--- src/rtl/spih_pkg.sv ---
package spih_pkg;
   // byte offsets of the registers on the bus
   localparam int unsigned OFF_CTRL  = 'h00;
   localparam int unsigned OFF_STAT  = 'h04;
   localparam int unsigned OFF_SYS   = 'h08;
   localparam int unsigned OFF_TX    = 'h0C;
   localparam int unsigned OFF_RX    = 'h10;
   localparam int unsigned OFF_CTRL2 = 'h14;

   localparam int unsigned STAT_BUSY = 0;
   localparam int unsigned STAT_RXF  = 2;
   localparam int unsigned SYS_EN    = 0;
   localparam int unsigned SYS_CS    = 6;

   // control register layout, bit 7 down to bit 0
   typedef struct packed {
      logic       cpha;
      logic       cpol;
      logic       pre_hi;
      logic [4:0] div_n;
   } ctrl_t;

   function automatic bit is_pow2(input int unsigned v);
      return (v != 0) && ((v & (v - 1)) == 0);
   endfunction
endpackage

--- src/rtl/spih_clkdiv.sv ---
module spih_clkdiv #(
   parameter int unsigned PRE_LO = 16,
   parameter int unsigned PRE_HI = 128,
   parameter int unsigned N_W    = 5
) (
   input  logic           clk,
   input  logic           rst_n,
   input  logic           run,
   input  logic           pre_hi,
   input  logic [N_W-1:0] div_n,
   output logic           tick
);
   import spih_pkg::*;

   localparam int unsigned MAX_HALF = PRE_HI * (2 ** N_W);
   localparam int unsigned CNT_W    = $clog2(MAX_HALF + 1);
   localparam int unsigned SH_LO    = $clog2(PRE_LO);
   localparam int unsigned SH_HI    = $clog2(PRE_HI);

   logic [CNT_W-1:0] cnt_q;
   logic [CNT_W-1:0] limit;
   logic [CNT_W-1:0] steps;

   assign steps = CNT_W'(div_n) + CNT_W'(1);

   generate
      if (is_pow2(PRE_LO) && is_pow2(PRE_HI)) begin : g_shift
         always_comb limit = pre_hi ? (steps << SH_HI) : (steps << SH_LO);
      end else begin : g_mult
         always_comb limit = steps * (pre_hi ? CNT_W'(PRE_HI) : CNT_W'(PRE_LO));
      end
   endgenerate

   assign tick = run && (cnt_q == limit - CNT_W'(1));

   always_ff @(posedge clk or negedge rst_n) begin
      if (!rst_n)       cnt_q <= '0;
      else if (!run)    cnt_q <= '0;
      else if (tick)    cnt_q <= '0;
      else              cnt_q <= cnt_q + CNT_W'(1);
   end

   // the counter never runs past the programmed half-period
   a_r3_cnt_in_window: assert property (@(posedge clk) disable iff (!rst_n)
      run && $past(run) && $stable(limit) |-> cnt_q < limit);
endmodule

--- src/rtl/spih_shift.sv ---
module spih_shift #(
   parameter int unsigned DW = 8
) (
   input  logic          clk,
   input  logic          rst_n,
   input  logic          start,
   input  logic [DW-1:0] din,
   input  logic          cpol,
   input  logic          cpha,
   input  logic          tick,
   input  logic          miso,
   output logic          busy,
   output logic          sck,
   output logic          mosi,
   output logic          done,
   output logic [DW-1:0] dout
);
   localparam int unsigned EDGES = 2 * DW;
   localparam int unsigned EW    = $clog2(EDGES);
   localparam logic [EW-1:0] LAST = EW'(EDGES - 1);

   logic          busy_q, sck_q, mosi_q;
   logic [EW-1:0] ecnt_q;
   logic [DW-1:0] tx_sr, rx_sr;
   logic          lead;

   assign lead = ~ecnt_q[0];
   assign done = busy_q && tick && (ecnt_q == LAST);
   assign dout = cpha ? {rx_sr[DW-2:0], miso} : rx_sr;
   assign busy = busy_q;
   assign sck  = sck_q;
   assign mosi = mosi_q;

   always_ff @(posedge clk or negedge rst_n) begin
      if (!rst_n) begin
         busy_q <= 1'b0;
         sck_q  <= 1'b0;
         mosi_q <= 1'b0;
         ecnt_q <= '0;
         tx_sr  <= '0;
         rx_sr  <= '0;
      end else if (!busy_q) begin
         sck_q <= cpol;
         if (start) begin
            busy_q <= 1'b1;
            ecnt_q <= '0;
            tx_sr  <= din;
            if (!cpha) mosi_q <= din[DW-1];
         end
      end else if (tick) begin
         sck_q  <= ~sck_q;
         ecnt_q <= ecnt_q + EW'(1);
         if (lead) begin
            if (cpha) begin
               mosi_q <= tx_sr[DW-1];
               tx_sr  <= tx_sr << 1;
            end else begin
               rx_sr <= {rx_sr[DW-2:0], miso};
            end
         end else begin
            if (cpha) begin
               rx_sr <= {rx_sr[DW-2:0], miso};
            end else if (ecnt_q != LAST) begin
               mosi_q <= tx_sr[DW-2];
               tx_sr  <= tx_sr << 1;
            end
         end
         if (ecnt_q == LAST) busy_q <= 1'b0;
      end
   end

   // idle lines stay put
   a_r10_mosi_idle: assert property (@(posedge clk) disable iff (!rst_n)
      !busy_q && $past(!busy_q) && !$past(start) |-> $stable(mosi_q));
   a_r10_sck_idle: assert property (@(posedge clk) disable iff (!rst_n)
      !busy_q && $past(!busy_q) && $past(!busy_q, 2) && $stable(cpol) && $past($stable(cpol))
      |-> $stable(sck_q));
   // an exchange begins with SCK at its rest level
   a_r4_start_at_rest: assert property (@(posedge clk) disable iff (!rst_n)
      $rose(busy_q) |-> sck_q == $past(cpol));
   // progress is never reset during an exchange
   a_r8_no_restart: assert property (@(posedge clk) disable iff (!rst_n)
      busy_q && $past(busy_q) |-> ecnt_q >= $past(ecnt_q));
endmodule

--- src/rtl/spi_host_regs.sv ---
module spi_host_regs #(
   parameter int unsigned ADDR_W = 5,
   parameter int unsigned PRE_LO = 16,
   parameter int unsigned PRE_HI = 128
) (
   input  logic              clk,
   input  logic              rst_n,
   input  logic [ADDR_W-1:0] bus_addr,
   input  logic              bus_wr,
   input  logic              bus_rd,
   input  logic [31:0]       bus_wdata,
   output logic [31:0]       bus_rdata,
   output logic              spi_sck,
   output logic              spi_mosi,
   input  logic              spi_miso,
   output logic              spi_cs_n
);
   import spih_pkg::*;

   localparam int unsigned DW  = 8;
   localparam int unsigned N_W = 5;

   generate
      if (ADDR_W < 5) begin : g_bad_addr
         $error("spi_host_regs: ADDR_W must cover offset 0x14");
      end
      if (PRE_LO < 1 || PRE_HI <= PRE_LO) begin : g_bad_pre
         $error("spi_host_regs: need 1 <= PRE_LO < PRE_HI");
      end
   endgenerate

   ctrl_t         ctrl_q;
   logic [DW-1:0] sys_q, tx_q, rx_q;
   logic [31:0]   ctrl2_q;
   logic          rxf_q;

   logic hit_ctrl, hit_stat, hit_sys, hit_tx, hit_rx, hit_ctrl2;
   logic start, busy, tick, done;
   logic [DW-1:0] rx_byte;

   assign hit_ctrl  = (bus_addr == ADDR_W'(OFF_CTRL));
   assign hit_stat  = (bus_addr == ADDR_W'(OFF_STAT));
   assign hit_sys   = (bus_addr == ADDR_W'(OFF_SYS));
   assign hit_tx    = (bus_addr == ADDR_W'(OFF_TX));
   assign hit_rx    = (bus_addr == ADDR_W'(OFF_RX));
   assign hit_ctrl2 = (bus_addr == ADDR_W'(OFF_CTRL2));

   assign start    = bus_wr && hit_tx && sys_q[SYS_EN] && !busy;
   assign spi_cs_n = !sys_q[SYS_EN] || sys_q[SYS_CS];

   always_ff @(posedge clk or negedge rst_n) begin
      if (!rst_n) begin
         ctrl_q  <= '0;
         sys_q   <= '0;
         tx_q    <= '0;
         rx_q    <= '0;
         ctrl2_q <= '0;
         rxf_q   <= 1'b0;
      end else begin
         if (bus_wr && hit_ctrl)  ctrl_q  <= ctrl_t'(bus_wdata[DW-1:0]);
         if (bus_wr && hit_sys)   sys_q   <= bus_wdata[DW-1:0];
         if (bus_wr && hit_ctrl2) ctrl2_q <= bus_wdata;
         if (start)               tx_q    <= bus_wdata[DW-1:0];
         if (done) begin
            rx_q  <= rx_byte;
            rxf_q <= 1'b1;
         end else if (bus_rd && hit_rx) begin
            rxf_q <= 1'b0;
         end else if (bus_wr && hit_stat && !bus_wdata[STAT_RXF]) begin
            rxf_q <= 1'b0;
         end
      end
   end

   always_comb begin
      bus_rdata = '0;
      if (hit_ctrl)  bus_rdata = {24'd0, ctrl_q};
      if (hit_stat) begin
         bus_rdata[STAT_BUSY] = busy;
         bus_rdata[STAT_RXF]  = rxf_q;
      end
      if (hit_sys)   bus_rdata = {24'd0, sys_q};
      if (hit_tx)    bus_rdata = {24'd0, tx_q};
      if (hit_rx)    bus_rdata = {24'd0, rx_q};
      if (hit_ctrl2) bus_rdata = ctrl2_q;
   end

   spih_clkdiv #(.PRE_LO(PRE_LO), .PRE_HI(PRE_HI), .N_W(N_W)) u_div (
      .clk    (clk),
      .rst_n  (rst_n),
      .run    (busy),
      .pre_hi (ctrl_q.pre_hi),
      .div_n  (ctrl_q.div_n),
      .tick   (tick)
   );

   spih_shift #(.DW(DW)) u_shift (
      .clk   (clk),
      .rst_n (rst_n),
      .start (start),
      .din   (bus_wdata[DW-1:0]),
      .cpol  (ctrl_q.cpol),
      .cpha  (ctrl_q.cpha),
      .tick  (tick),
      .miso  (spi_miso),
      .busy  (busy),
      .sck   (spi_sck),
      .mosi  (spi_mosi),
      .done  (done),
      .dout  (rx_byte)
   );

   // end of exchange always leaves the receive-full flag up
   a_r7_full_on_finish: assert property (@(posedge clk) disable iff (!rst_n)
      $fell(busy) |-> rxf_q);
   // exchanges only start with the host enabled
   a_r9_start_enabled: assert property (@(posedge clk) disable iff (!rst_n)
      $rose(busy) |-> $past(sys_q[SYS_EN]));
   // busy rises only after a bus write
   a_r6_busy_from_write: assert property (@(posedge clk) disable iff (!rst_n)
      $rose(busy) |-> $past(bus_wr));
endmodule

--- config.mk ---
export PLATFORM = sky130hd
export DESIGN_NAME = spi_host_regs
export DESIGN_NICKNAME = d
export VERILOG_FILES = /design/src/rtl/spih_pkg.sv /design/src/rtl/spih_clkdiv.sv /design/src/rtl/spih_shift.sv /design/src/rtl/spi_host_regs.sv
export SDC_FILE = /design/constraint.sdc
export NUM_CORES = 1
export LEC_CHECK = 0
export ABC_CLOCK_PERIOD_IN_PS = 4350
export CORE_ASPECT_RATIO = 1.25
export CORE_MARGIN = 5
export CORE_UTILIZATION = 55
export DETAILED_ROUTE_END_ITERATION = 10
export PLACE_DENSITY = 0.81
export SYNTH_ARGS = -nofsm -noshare
export SYNTH_HDL_FRONTEND = slang
export SYNTH_SLANG_ARGS = --single-unit
export TNS_END_PERCENT = 30
--- constraint.sdc ---
create_clock -name clk -period 4.35 [get_ports clk]
set_input_delay 0.87 -clock clk [delete_from_list [all_inputs] [get_ports clk]]
set_output_delay 0.87 -clock clk [all_outputs]
set_load 0.05 [all_outputs]
==> run metrics <==
vias in the first global route=3955; asr flop ratio synth=100.0%; Vert. Die Dim=approximately 120 µm; Worst Setup Path Type=in -> out; post_cts resized=0; CTS Hold Buffers Added=0; Buffers & Inverters on Critical Path=2; Post-Synthesis Cells=between 400 and 500; fraction of layout cells with a size suffix above 1=a little under a third; worst-path fanout max=10; CTS Root Cell=clkbuf_16; commonest non-fill, non-tap cell in the layout=dfrtp_1; Rows=40; top_reg_cell synth=dfrtp_1; max cap viols=0; number of clock sinks=101; Port Buf Inserts=76; I/O Pins=77; first drt pass iteration count=4; final setup vio count=0; CP required=between 3 and 4 ns; Seq/Total Area, Yosys=48.08%; die area=0.01162 mm²; Pwr Density=358.9 mW/mm²; Yosys warnings=0; Post-synth EDFFs=0; Max-Slew Margin vs Limit=32.55%; Initial Utilization=between 50% and 60%; DRC viols=0; Worst Max-Slew Pin Slew=1.012 ns; area leader, netlist=dfrtp_1; gr ovfl total=0; Mapped Area=0.005256 mm²; die width=97.44 µm; Routed Antenna Nets=0; Initial DRC Count=213; Fmax achieved=255.3 MHz; postcts setup bufs=0; crit end category=output pin; period utilisation layout=90.06%; number of synthesized register bits=101; highest-count cells in the layout ignoring fill and taps=dfrtp_1, mux2_2, nor2_1, clkdlybuf4s50_1, buf_12; CTS tree=done; Detailed Place HPWL=8.663 mm; vias per cell=about 5.7; Skew-Pair Late Insertion Delay=0.34 ns; Critical Path Max Stage Delay=0.88 ns; first-pass GRT wire length=20.46 mm; Yosys top cell area share=48.08%; Distinct cells, synth=57; Net count, final=570; antenna violations before repair=0; Total GRT Usage=21.70%; Via Count=3727; syn avg cell area=between 10 and 15 µm²; GPL Wtd Cong=a little under 0.9; fin crit period=between 3 and 4 ns; P_leak=between 3 and 4 nW; placed cell count=639; Area Overhead vs Synth=27.71%; synth top area cells=dfrtp_1, mux2_2, mux2_4, nor2_1, and2_1; Worst VDD drop=0.2164 mV; status=finished clean; setup TNS=0 ns; hold slack=0.4686 ns; H-tree depth=3; Post-Route WL=around 12 mm; Worst R2R Setup Slack=around 0.53 ns; WL per Instance=18.04 µm; Mapped Nets=500; diode count=0; fin cells=654; Pins Over Slew Limit=0; area of the core=around 0.0095 mm²; Hold Path Class=reg -> reg; unrepaired setup endpoints after global routing=no; total CTS buffers=9; clk_skew=0.009099 ns; Worst Setup Start Kind=primary input; CP top delay family=simple AND/OR/NAND/NOR gates; Cell Area, Placed=0.006440 mm²; post-layout util=70.97%; Clk pin slew, worst setup/hold paths=0.06 ns; CP arrival=roughly 3 ns; largest net degree at the start of global routing=81; Slowest-stage cell, CP=or4b_2; worst path cell trace=clkdlybuf4s50_1 -> or4b_2 -> nor2_1 -> a221oi_1 -> a21oi_1 -> buf_12; Hold Vio Cnt, Final=0; Clock Path Buffers=2; fin area=0.006713 mm²
[power by group]
group,switching [mW],internal (mW)
logic,0.227,0.258
registers,0.120,1.05
clock network,0.359,0.391
[through the flow]
step           setup slack, ns  total power, mW
2_1_floorplan           0.5969            1.499
3_3_place_gp            0.5344            1.640
3_5_place_dp            0.4372            1.673
4_1_cts                 0.4299            2.424
5_1_grt                 0.3281            2.542
6_report                0.4324            2.409
[state kept, by name, summed over array words and instances (netlist names)]
signal          flops
u_div.cnt_q        13
u_shift.mosi        1
u_shift.ecnt_q      4
u_shift.rx_sr       8
ctrl_q              8
tx_q                8
sys_q               8
ctrl2_q            32
u_shift.sck         1
u_shift.busy        1
u_shift.tx_sr       8
rxf_q               1
rx_q                8
[final timing paths]
path / start / end / cells after the start
worst max-delay path: bus_addr[4] / bus_rdata[5] / 6
worst min-delay path: u_div.cnt_q[0]$_DFF_PN0_ / u_div.cnt_q[0]$_DFF_PN0_ / 1
worst max register to register: ctrl_q[0]$_DFFE_PN0P_ / u_shift.tx_sr[3]$_DFFE_PN0P_ / 9
worst min register to register: u_div.cnt_q[0]$_DFF_PN0_ / u_div.cnt_q[0]$_DFF_PN0_ / 1
max in group asynchronous: rst_n / u_div.cnt_q[0]$_DFF_PN0_ / 2
min in group asynchronous: rst_n / u_shift.rx_sr[5]$_DFFE_PN0P_ / 1
[synthesized netlist by cell type, types with 8 or more instances]
cell / instances
nor2_1: 43
nand2b_1: 8
inv_1: 8
mux2_4: 15
dfrtp_1: 101
mux2i_1: 10
nand3_1: 14
and2_1: 24
xnor2_1: 14
nand2_1: 16
xor2_1: 11
mux2_2: 79
clkbuf_1: 14
a21oi_1: 18
[kinds of logic (layout without fill, tap and decap cells)]
group / after synthesis / in the layout / synth area share, %
AND/OR/NAND/NOR: 134 / 134 / 13.52
multiplexers: 106 / 106 / 23.54
flip-flops: 101 / 101 / 48.08
AO/OA/AOI/OAI: 49 / 49 / 6.403
buffers and inverters: 33 / 107 / 2.714
XOR/XNOR: 27 / 27 / 4.785
adder cells (fa/ha/maj): 4 / 4 / 0.9522
[cell type report]
class                      instances  area (µm²)
clock buffer                       9       225.2
fill                             646        2746
multi-input combinational        320        2586
clock inverter                     6       47.55
inverter                           8       30.03
tap                              126       157.7
timing repair buffer              84        1139
sequential                       101        2527
[per-layer routing]
metal,vias up,share of wire (%),global-route usage [%]
li1,1739,-,-
met1,1840,40,26.56
met2,121,50,35.03
met3,27,7.3,7.557
met4,0,2.9,8.831
met5,-,0,0
(Power assumes the default switching activity.)
